[config.mk]
export PLATFORM = sky130hd
export DESIGN_NAME = prio_arb_top
export DESIGN_NICKNAME = d
export VERILOG_FILES = /design/src/rtl/prio_arb_pkg.sv /design/src/rtl/prio_arb_sync.sv /design/src/rtl/prio_arb_enc.sv /design/src/rtl/prio_arb_settle.sv /design/src/rtl/prio_arb_grant.sv /design/src/rtl/prio_arb_top.sv
export SDC_FILE = /design/constraint.sdc
export NUM_CORES = 1
export LEC_CHECK = 0
export ABC_AREA = 1
export ABC_CLOCK_PERIOD_IN_PS = 3000
export CAP_MARGIN = 25
export CORE_UTILIZATION = 57
export DETAILED_ROUTE_END_ITERATION = 10
export GPL_TIMING_DRIVEN = 0
export PLACE_DENSITY = 0.83
export SLEW_MARGIN = 10
export SYNTH_ARGS = -nofsm -noshare
export SYNTH_HDL_FRONTEND = slang
export SYNTH_HIERARCHICAL = 1
export SYNTH_SLANG_ARGS = --single-unit
[constraint.sdc]
create_clock -name clk_i -period 3 [get_ports clk_i]
set_input_delay 0.75 -clock clk_i [delete_from_list [all_inputs] [get_ports clk_i]]
set_output_delay 0.75 -clock clk_i [all_outputs]
set_load 0.01 [all_outputs]
[src/rtl/prio_arb_pkg.sv]
package prio_arb_pkg;

  localparam int unsigned REQ_DEF    = 8;
  localparam int unsigned SETTLE_DEF = 3;
  localparam int unsigned VEC_MAX    = 32;

  // index of the most significant set bit, 0 when none is set
  function automatic int unsigned top_set(input logic [VEC_MAX-1:0] vec);
    int unsigned pos;
    pos = 0;
    for (int unsigned b = 0; b < VEC_MAX; b++) begin
      if (vec[b]) pos = b;
    end
    return pos;
  endfunction

endpackage

[src/rtl/prio_arb_sync.sv]
module prio_arb_sync #(
  parameter int unsigned WIDTH = 8
) (
  input  logic             clk_i,
  input  logic             rst_ni,
  input  logic [WIDTH-1:0] lvl_ni,
  output logic [WIDTH-1:0] act_o
);

  logic [WIDTH-1:0] meta_q;
  logic [WIDTH-1:0] safe_q;

  for (genvar g = 0; g < WIDTH; g++) begin : g_bit
    always_ff @(posedge clk_i or negedge rst_ni) begin
      if (!rst_ni) begin
        meta_q[g] <= 1'b1;
        safe_q[g] <= 1'b1;
      end else begin
        meta_q[g] <= lvl_ni[g];
        safe_q[g] <= meta_q[g];
      end
    end
  end

  assign act_o = ~safe_q;

endmodule

[src/rtl/prio_arb_enc.sv]
module prio_arb_enc #(
  parameter int unsigned NUM_REQ = 8,
  localparam int unsigned IDX_W  = (NUM_REQ > 1) ? $clog2(NUM_REQ) : 1
) (
  input  logic               clk_i,
  input  logic               rst_ni,
  input  logic [NUM_REQ-1:0] req_i,
  output logic [IDX_W-1:0]   idx_o,
  output logic               vld_o
);

  import prio_arb_pkg::*;

  logic [IDX_W-1:0] idx_d, idx_q;
  logic             vld_d, vld_q;

  always_comb begin
    vld_d = |req_i;
    idx_d = '0;
    if (vld_d) idx_d = IDX_W'(top_set(VEC_MAX'(req_i)));
  end

  always_ff @(posedge clk_i or negedge rst_ni) begin
    if (!rst_ni) begin
      idx_q <= '0;
      vld_q <= 1'b0;
    end else begin
      idx_q <= idx_d;
      vld_q <= vld_d;
    end
  end

  assign idx_o = idx_q;
  assign vld_o = vld_q;

  AST_IDLE_NO_VLD: assert property (@(posedge clk_i) disable iff (!rst_ni)
    ($past(req_i) == '0) |-> (!vld_q && idx_q == '0));
  AST_WIN_IS_TOP: assert property (@(posedge clk_i) disable iff (!rst_ni)
    vld_q |-> (($past(req_i) >> idx_q) == NUM_REQ'(1)));

endmodule

[src/rtl/prio_arb_settle.sv]
module prio_arb_settle #(
  parameter int unsigned NUM_REQ    = 8,
  parameter int unsigned SETTLE_CYC = 3,
  localparam int unsigned CNT_W     = $clog2(SETTLE_CYC + 1)
) (
  input  logic               clk_i,
  input  logic               rst_ni,
  input  logic [NUM_REQ-1:0] req_i,
  input  logic               vld_i,
  output logic               stable_o
);

  logic [NUM_REQ-1:0] prev_q;
  logic               chg;
  logic [CNT_W-1:0]   cnt_d, cnt_q;
  logic               cnt_en;
  logic               full;

  assign full = (cnt_q == CNT_W'(SETTLE_CYC));
  assign chg  = (req_i != prev_q);

  always_comb begin
    cnt_en = chg || !full;
    cnt_d  = cnt_q;
    if (chg) cnt_d = '0;
    else if (!full) cnt_d = cnt_q + CNT_W'(1);
  end

  always_ff @(posedge clk_i or negedge rst_ni) begin
    if (!rst_ni) begin
      prev_q <= '0;
    end else begin
      prev_q <= req_i;
    end
  end

  always_ff @(posedge clk_i or negedge rst_ni) begin
    if (!rst_ni) begin
      cnt_q <= '0;
    end else if (cnt_en) begin
      cnt_q <= cnt_d;
    end
  end

  assign stable_o = full && vld_i;

  AST_CHG_CLEARS_STABLE: assert property (@(posedge clk_i) disable iff (!rst_ni)
    (req_i != $past(req_i)) |=> !stable_o);
  AST_STABLE_NEEDS_VLD: assert property (@(posedge clk_i) disable iff (!rst_ni)
    stable_o |-> vld_i);

endmodule

[src/rtl/prio_arb_grant.sv]
module prio_arb_grant #(
  parameter int unsigned NUM_REQ = 8
) (
  input  logic               clk_i,
  input  logic               rst_ni,
  input  logic [NUM_REQ-1:0] req_i,
  output logic [NUM_REQ-1:0] gnt_o
);

  import prio_arb_pkg::*;

  logic [NUM_REQ-1:0] gnt_d, gnt_q;
  logic               owner_live;
  logic               gnt_en;

  assign owner_live = |(gnt_q & req_i);

  always_comb begin
    gnt_en = !owner_live;
    gnt_d  = '0;
    if (|req_i) gnt_d = NUM_REQ'(1) << top_set(VEC_MAX'(req_i));
  end

  always_ff @(posedge clk_i or negedge rst_ni) begin
    if (!rst_ni) begin
      gnt_q <= '0;
    end else if (gnt_en) begin
      gnt_q <= gnt_d;
    end
  end

  assign gnt_o = gnt_q;

  AST_GNT_ONEHOT: assert property (@(posedge clk_i) disable iff (!rst_ni)
    $onehot0(gnt_q));
  AST_GNT_TO_REQUESTER: assert property (@(posedge clk_i) disable iff (!rst_ni)
    (gnt_q != '0) |-> ((gnt_q & $past(req_i)) != '0));
  AST_GNT_NO_PREEMPT: assert property (@(posedge clk_i) disable iff (!rst_ni)
    ((gnt_q & req_i) != '0) |=> (gnt_q == $past(gnt_q)));

endmodule

[src/rtl/prio_arb_top.sv]
module prio_arb_top #(
  parameter int unsigned NUM_REQ    = prio_arb_pkg::REQ_DEF,
  parameter int unsigned SETTLE_CYC = prio_arb_pkg::SETTLE_DEF,
  localparam int unsigned IDX_W     = (NUM_REQ > 1) ? $clog2(NUM_REQ) : 1
) (
  input  logic               clk_i,
  input  logic               rst_ni,
  input  logic [NUM_REQ-1:0] req_ni,
  output logic [IDX_W-1:0]   win_idx_o,
  output logic               win_vld_o,
  output logic               win_stable_o,
  output logic [NUM_REQ-1:0] gnt_o
);

  logic [1:0]         rst_pipe_q;
  logic               rst_n;
  logic [NUM_REQ-1:0] req_s;

  // asynchronous assertion, synchronous release
  always_ff @(posedge clk_i or negedge rst_ni) begin
    if (!rst_ni) begin
      rst_pipe_q <= 2'b00;
    end else begin
      rst_pipe_q <= {rst_pipe_q[0], 1'b1};
    end
  end
  assign rst_n = rst_pipe_q[1];

  prio_arb_sync #(.WIDTH(NUM_REQ)) u_sync (
    .clk_i  (clk_i),
    .rst_ni (rst_n),
    .lvl_ni (req_ni),
    .act_o  (req_s)
  );

  prio_arb_enc #(.NUM_REQ(NUM_REQ)) u_enc (
    .clk_i  (clk_i),
    .rst_ni (rst_n),
    .req_i  (req_s),
    .idx_o  (win_idx_o),
    .vld_o  (win_vld_o)
  );

  prio_arb_settle #(.NUM_REQ(NUM_REQ), .SETTLE_CYC(SETTLE_CYC)) u_settle (
    .clk_i    (clk_i),
    .rst_ni   (rst_n),
    .req_i    (req_s),
    .vld_i    (win_vld_o),
    .stable_o (win_stable_o)
  );

  prio_arb_grant #(.NUM_REQ(NUM_REQ)) u_grant (
    .clk_i  (clk_i),
    .rst_ni (rst_n),
    .req_i  (req_s),
    .gnt_o  (gnt_o)
  );

  AST_RST_OUTPUTS_ZERO: assert property (@(posedge clk_i)
    !rst_n |-> (gnt_o == '0 && !win_vld_o && !win_stable_o && win_idx_o == '0));
  AST_PARAM_RANGE: assert property (@(posedge clk_i)
    (NUM_REQ <= prio_arb_pkg::VEC_MAX) && (SETTLE_CYC >= 1));

endmodule

# Word level (Yosys, flattened, before mapping)
# Index checks and enable logic that the tools add are counted.
[totals]
ff_bits = 40
output_inout_bits = 13
[op_classes]
n_eq_ne = 3
bitwise = 2
shifts = 1
n_reduce_logical = 6
n_mux = 12
addsub = 1
[op_table]
columns = ["operator", "count"]
rows = [
  ["2-to-1 mux 32 bit", 6],
  ["left shift 1 x 32 -> 8 bit (first input constant)", 1],
  ["OR reduction 8 bit", 2],
  ["bitwise AND 8 bit", 1],
  ["2-to-1 mux 8 bit", 1],
  ["!= test 8 bit", 1],
  ["NOT 8 bit", 1],
  ["2-to-1 mux 2 bit", 3],
  ["2-to-1 mux 3 bit", 1],
  ["adder 2 x 1 -> 2 bit (second input constant)", 1],
  ["== test 2 bit (second input constant)", 1],
  ["!= test 2 x 1 -> 1 bit (second input constant)", 1],
  ["AND reduction 2 bit", 1],
  ["logical AND 1 bit", 1],
  ["zero test 1 bit", 1],
  ["logical OR 1 bit", 1],
  ["2-to-1 mux 1 bit", 1],
]

# Longest topological paths before layout
[logic_depth]
word_depth = 11
depth_mapped = 10

# Hierarchy
# Netlist, hierarchy kept.
[by_module_without_submodules]
columns = ["module", "cells_per_inst", "area_each_um2", "instances"]
rows = [
  ["prio_arb_grant", 73, 530.5, 1],
  ["prio_arb_sync", 24, 450.4, 1],
  ["prio_arb_settle", 44, 422.9, 1],
  ["prio_arb_enc", 24, 177.7, 1],
  ["prio_arb_top", 3, 53.8, 1],
]

# Least setup slack after synthesis
# OpenSTA, ideal clock, no wires.
[synth_timing]
kind = "register to output"
startpoint = "reg u_settle.cnt_q[0]"
endpoint = "out win_stable_o"
path_buffers = 0
stages_incl_launch_ff = 4
t_arrival_ns = 0.724
setup_slack_ns = 1.526
cell_sequence = "dfrtp_1 -> ha_1 -> nand2_1 -> inv_1"
[synth_between]
elab_chain_len = 2
[synth_rtl]
columns = ["element", "line_no", "text"]
rows = [
  ["start: declaration", "prio_arb_settle.sv:15", "logic [CNT_W-1:0] cnt_d, cnt_q;"],
  ["start signal: assignment", "prio_arb_settle.sv:41", "cnt_q <= cnt_d;"],
  ["== test 2 bit", "prio_arb_settle.sv:19", "assign full = (cnt_q == CNT_W'(SETTLE_CYC));"],
  ["logical AND 1 bit", "prio_arb_settle.sv:45", "assign stable_o = full && vld_i;"],
  ["end: declaration", "prio_arb_top.sv:11", "output logic win_stable_o,"],
]
# No other way between the ends.

# Worst setup path in the final report
# Ends and elaborated chain as after synthesis.

==> results.toml <==
[place]
hpwl_um = 1840
post-place-ws_ps = 1040
place_inst = 221
io_buffer_count = 22
routabilityCongestion = 0.770
placed_area_mm2 = 0.00190

[worst_setup_path]
cpLargestDelayFamily = "buffers and inverters"
cp.required_ps = 2250
worstSetupPathType = "reg -> out"
worstSetupEndpointType = "output pin"
crit_start = "u_settle/cnt_q[0]"
r2r_slack_ps = 1600
path_cells = "ha_1 -> nand2_1 -> inv_1 -> clkdlybuf4s50_1"
start_kind = "flop"
crit_slowest_cell = "clkdlybuf4s50_1"
crit_buf_inv = 2
cpPeakStageDelay_ps = 520
cp.arrival_ps = 1550
r2r.worst_path.cells = 8
reg2reg_from = "u_sync/safe_q[6]"
cp_max_fo = 3
r2r-end = "u_grant/gnt_o[7]"

[yosys]
synth_mux_area_share_pct = 0.612
synth_area_mm2 = 0.00164
synth-seq-cells = 40
yosys_warnings = 6
synth_top_family_by_area = "simple AND/OR/NAND/NOR gates"
synth.avg_cell_area_um2 = 9.73
syn-num-nets = 179
synth_simple_gate_area_share_pct = 23.2
synth_compound_gate_area_share_pct = 2.22
synth.distinct_cells = 22
synth_xor_area_share_pct = 3.21
synth_seq_area_share_pct = 62.4
synth-adder-area-share_pct = 0.765
synthCells = 168

[pwr]
p_comb_share_pct = 17.4
total_power_mw = 1.18
clockPowerShare_pct = 30.6
swShare_pct = 25.4
p_per_area_mw_per_mm2 = 595
ir_drop_v = 0.000584
p_leak_nw = 1.00
seqPwrFrac_pct = 52.0
switchingPower_uw = 300
intPower_uw = 882

[flow_run]
maxCapViolations = 0

[timing]
finalSetupTns_ps = 0
finalCritPeriodShare_pct = 76.8
max_freq_ghz = 0.434
holdWs_ps = 358
finalSetupViolCount = 0
finalCriticalPeriod_ps = 2300
finalHoldViolations = 0
clock-skew-final_ps = 5.59
slew_headroom_pct = 48.5
maxSlewViolCount = 0
setup_slack_ps = 697
worst_slew_pin_slew_ps = 773
rsz0062_at_grt = "no"

[layout]
area.growth.synth_to_final_pct = 21.4
nNetsFinal = 208
final_util_pct = 72.6
layout_commonest_cell = "nand2_1"
fin_area_mm2 = 0.00199
final_cells = 229
diodes = 0
final_cell_mix = "62 x nand2_1, 24 x inv_1, 23 x dfrtp_1"
drive_above_1_share_pct = 21.7

[drt]
wl_um = 2500
post_drt_via_cell_ratio = 4.73
routed-via-count = 1083
first_pass_iters = 4
drc_errors = 0
ant_nets = 0
drt-initial-drc-count = 29
wl_per_cell_um = 10.9

[die]
ios = 23
die_area_mm2 = 0.00309
die_h_um = 55.6
die_w_um = 55.6
initial_core_util_pct = 59.8
core_area_mm2 = 0.00273
std_cell_rows = 19

[clock_network]
clockBufferDepth = 2
hold_buffers = 0
cts_tree = "built"
cts.clk_slew.worst_paths_ps = 110
htree_levels = 2
clock_latency_ps = 330
clock_sinks = 40
cts_root_buffer = "clkbuf_4"
post_cts_resized = 0
cts_setup_buffers = 0
numCtsBuffers = 5

[grt]
grt_pass1_wl_um = 4320
grt_max_degree = 39
antenna_found_initial = 0
grt_usage_pct = 18.6
gr-total-overflow = 0
grt_pass1_vias = 1025

[status]
status = "completed"

[min_path]
min_path_type = "reg -> async"
[cells in the mapped netlist (all sizes together)]
| cell | count | area [µm²] |
|---|---|---|
| inv | 28 | 105 |
| nand4 | 1 | 6.26 |
| nor2 | 16 | 90.1 |
| nand3 | 2 | 10.0 |
| xor2 | 1 | 8.76 |
| nor3 | 1 | 5.00 |
| dfstp | 16 | 420 |
| conb | 1 | 3.75 |
| clkinv | 1 | 3.75 |
| xnor2 | 5 | 43.8 |
| o21bai | 1 | 18.8 |
| dfrtp | 24 | 601 |
| mux2i | 1 | 10.0 |
| o21ai | 2 | 17.5 |
| ha | 1 | 12.5 |
| buf | 1 | 11.3 |
| nand2 | 66 | 268 |
[flip-flops by register name, summed over array words and instances (netlist names)]
signal / flops
u_grant/gnt_o: 8
u_enc/idx_o: 3
u_settle/prev_q: 8
rst_pipe_q: 2
u_enc/vld_o: 1
u_sync/safe_q: 8
u_sync/meta_q: 8
u_settle/cnt_q: 2
[power groups by stage]
| stage | logic [mW] | clock network, mW | registers [mW] |
|---|---|---|---|
| 3_5_place_dp | 0.205 | 0 | 0.626 |
| 6_report | 0.206 | 0.361 | 0.615 |
| 4_1_cts | 0.207 | 0.378 | 0.616 |
| 3_3_place_gp | 0.201 | 0 | 0.623 |
| 5_1_grt | 0.223 | 0.399 | 0.620 |
| 2_1_floorplan | 0.123 | 0 | 0.629 |
[worst max path at each step]
| stage | depth (start not counted) | slack [ps] | endpoint |
|---|---|---|---|
| 6_report | 4 | 700 | win_stable_o |
| 3_3_place_gp | 4 | 1070 | win_stable_o |
| 2_1_floorplan | 3 | 1530 | win_stable_o |
| 5_1_grt | 4 | 590 | win_stable_o |
| 3_5_place_dp | 4 | 1040 | win_stable_o |
| 4_1_cts | 4 | 660 | win_stable_o |
[cell type report]
class / instances / area [µm²]
fillers: 205 / 748
clock buffers: 6 / 51.3
plain buffers: 1 / 11.3
clock inverters: 2 / 38.8
multi-input cells: 98 / 494
inverters: 29 / 109
repair buffers: 22 / 220
well taps: 31 / 38.8
flip-flops and latches: 40 / 1020
[metal layers]
metal  GRT usage (%)  share of wire [%]  wire, µm  vias up
li1                -                  -         -      541
met1            22.2                 44      1100      513
met2            31.0                 51      1260       24
met3            6.32                3.7        93        5
met4            7.50                1.6        40        0
met5               0                  0         0        -
[cells by family (layout without fill, tap and decap cells)]
logic type,count (synthesis),after routing
adder cells (fa/ha/maj),1,1
other,1,1
flip-flops,40,40
XOR/XNOR,6,6
multiplexers,1,1
buffers and inverters,30,60
AND/OR/NAND/NOR,86,86
AO/OA/AOI/OAI,3,3
Power figures use the tool's default switching activity.
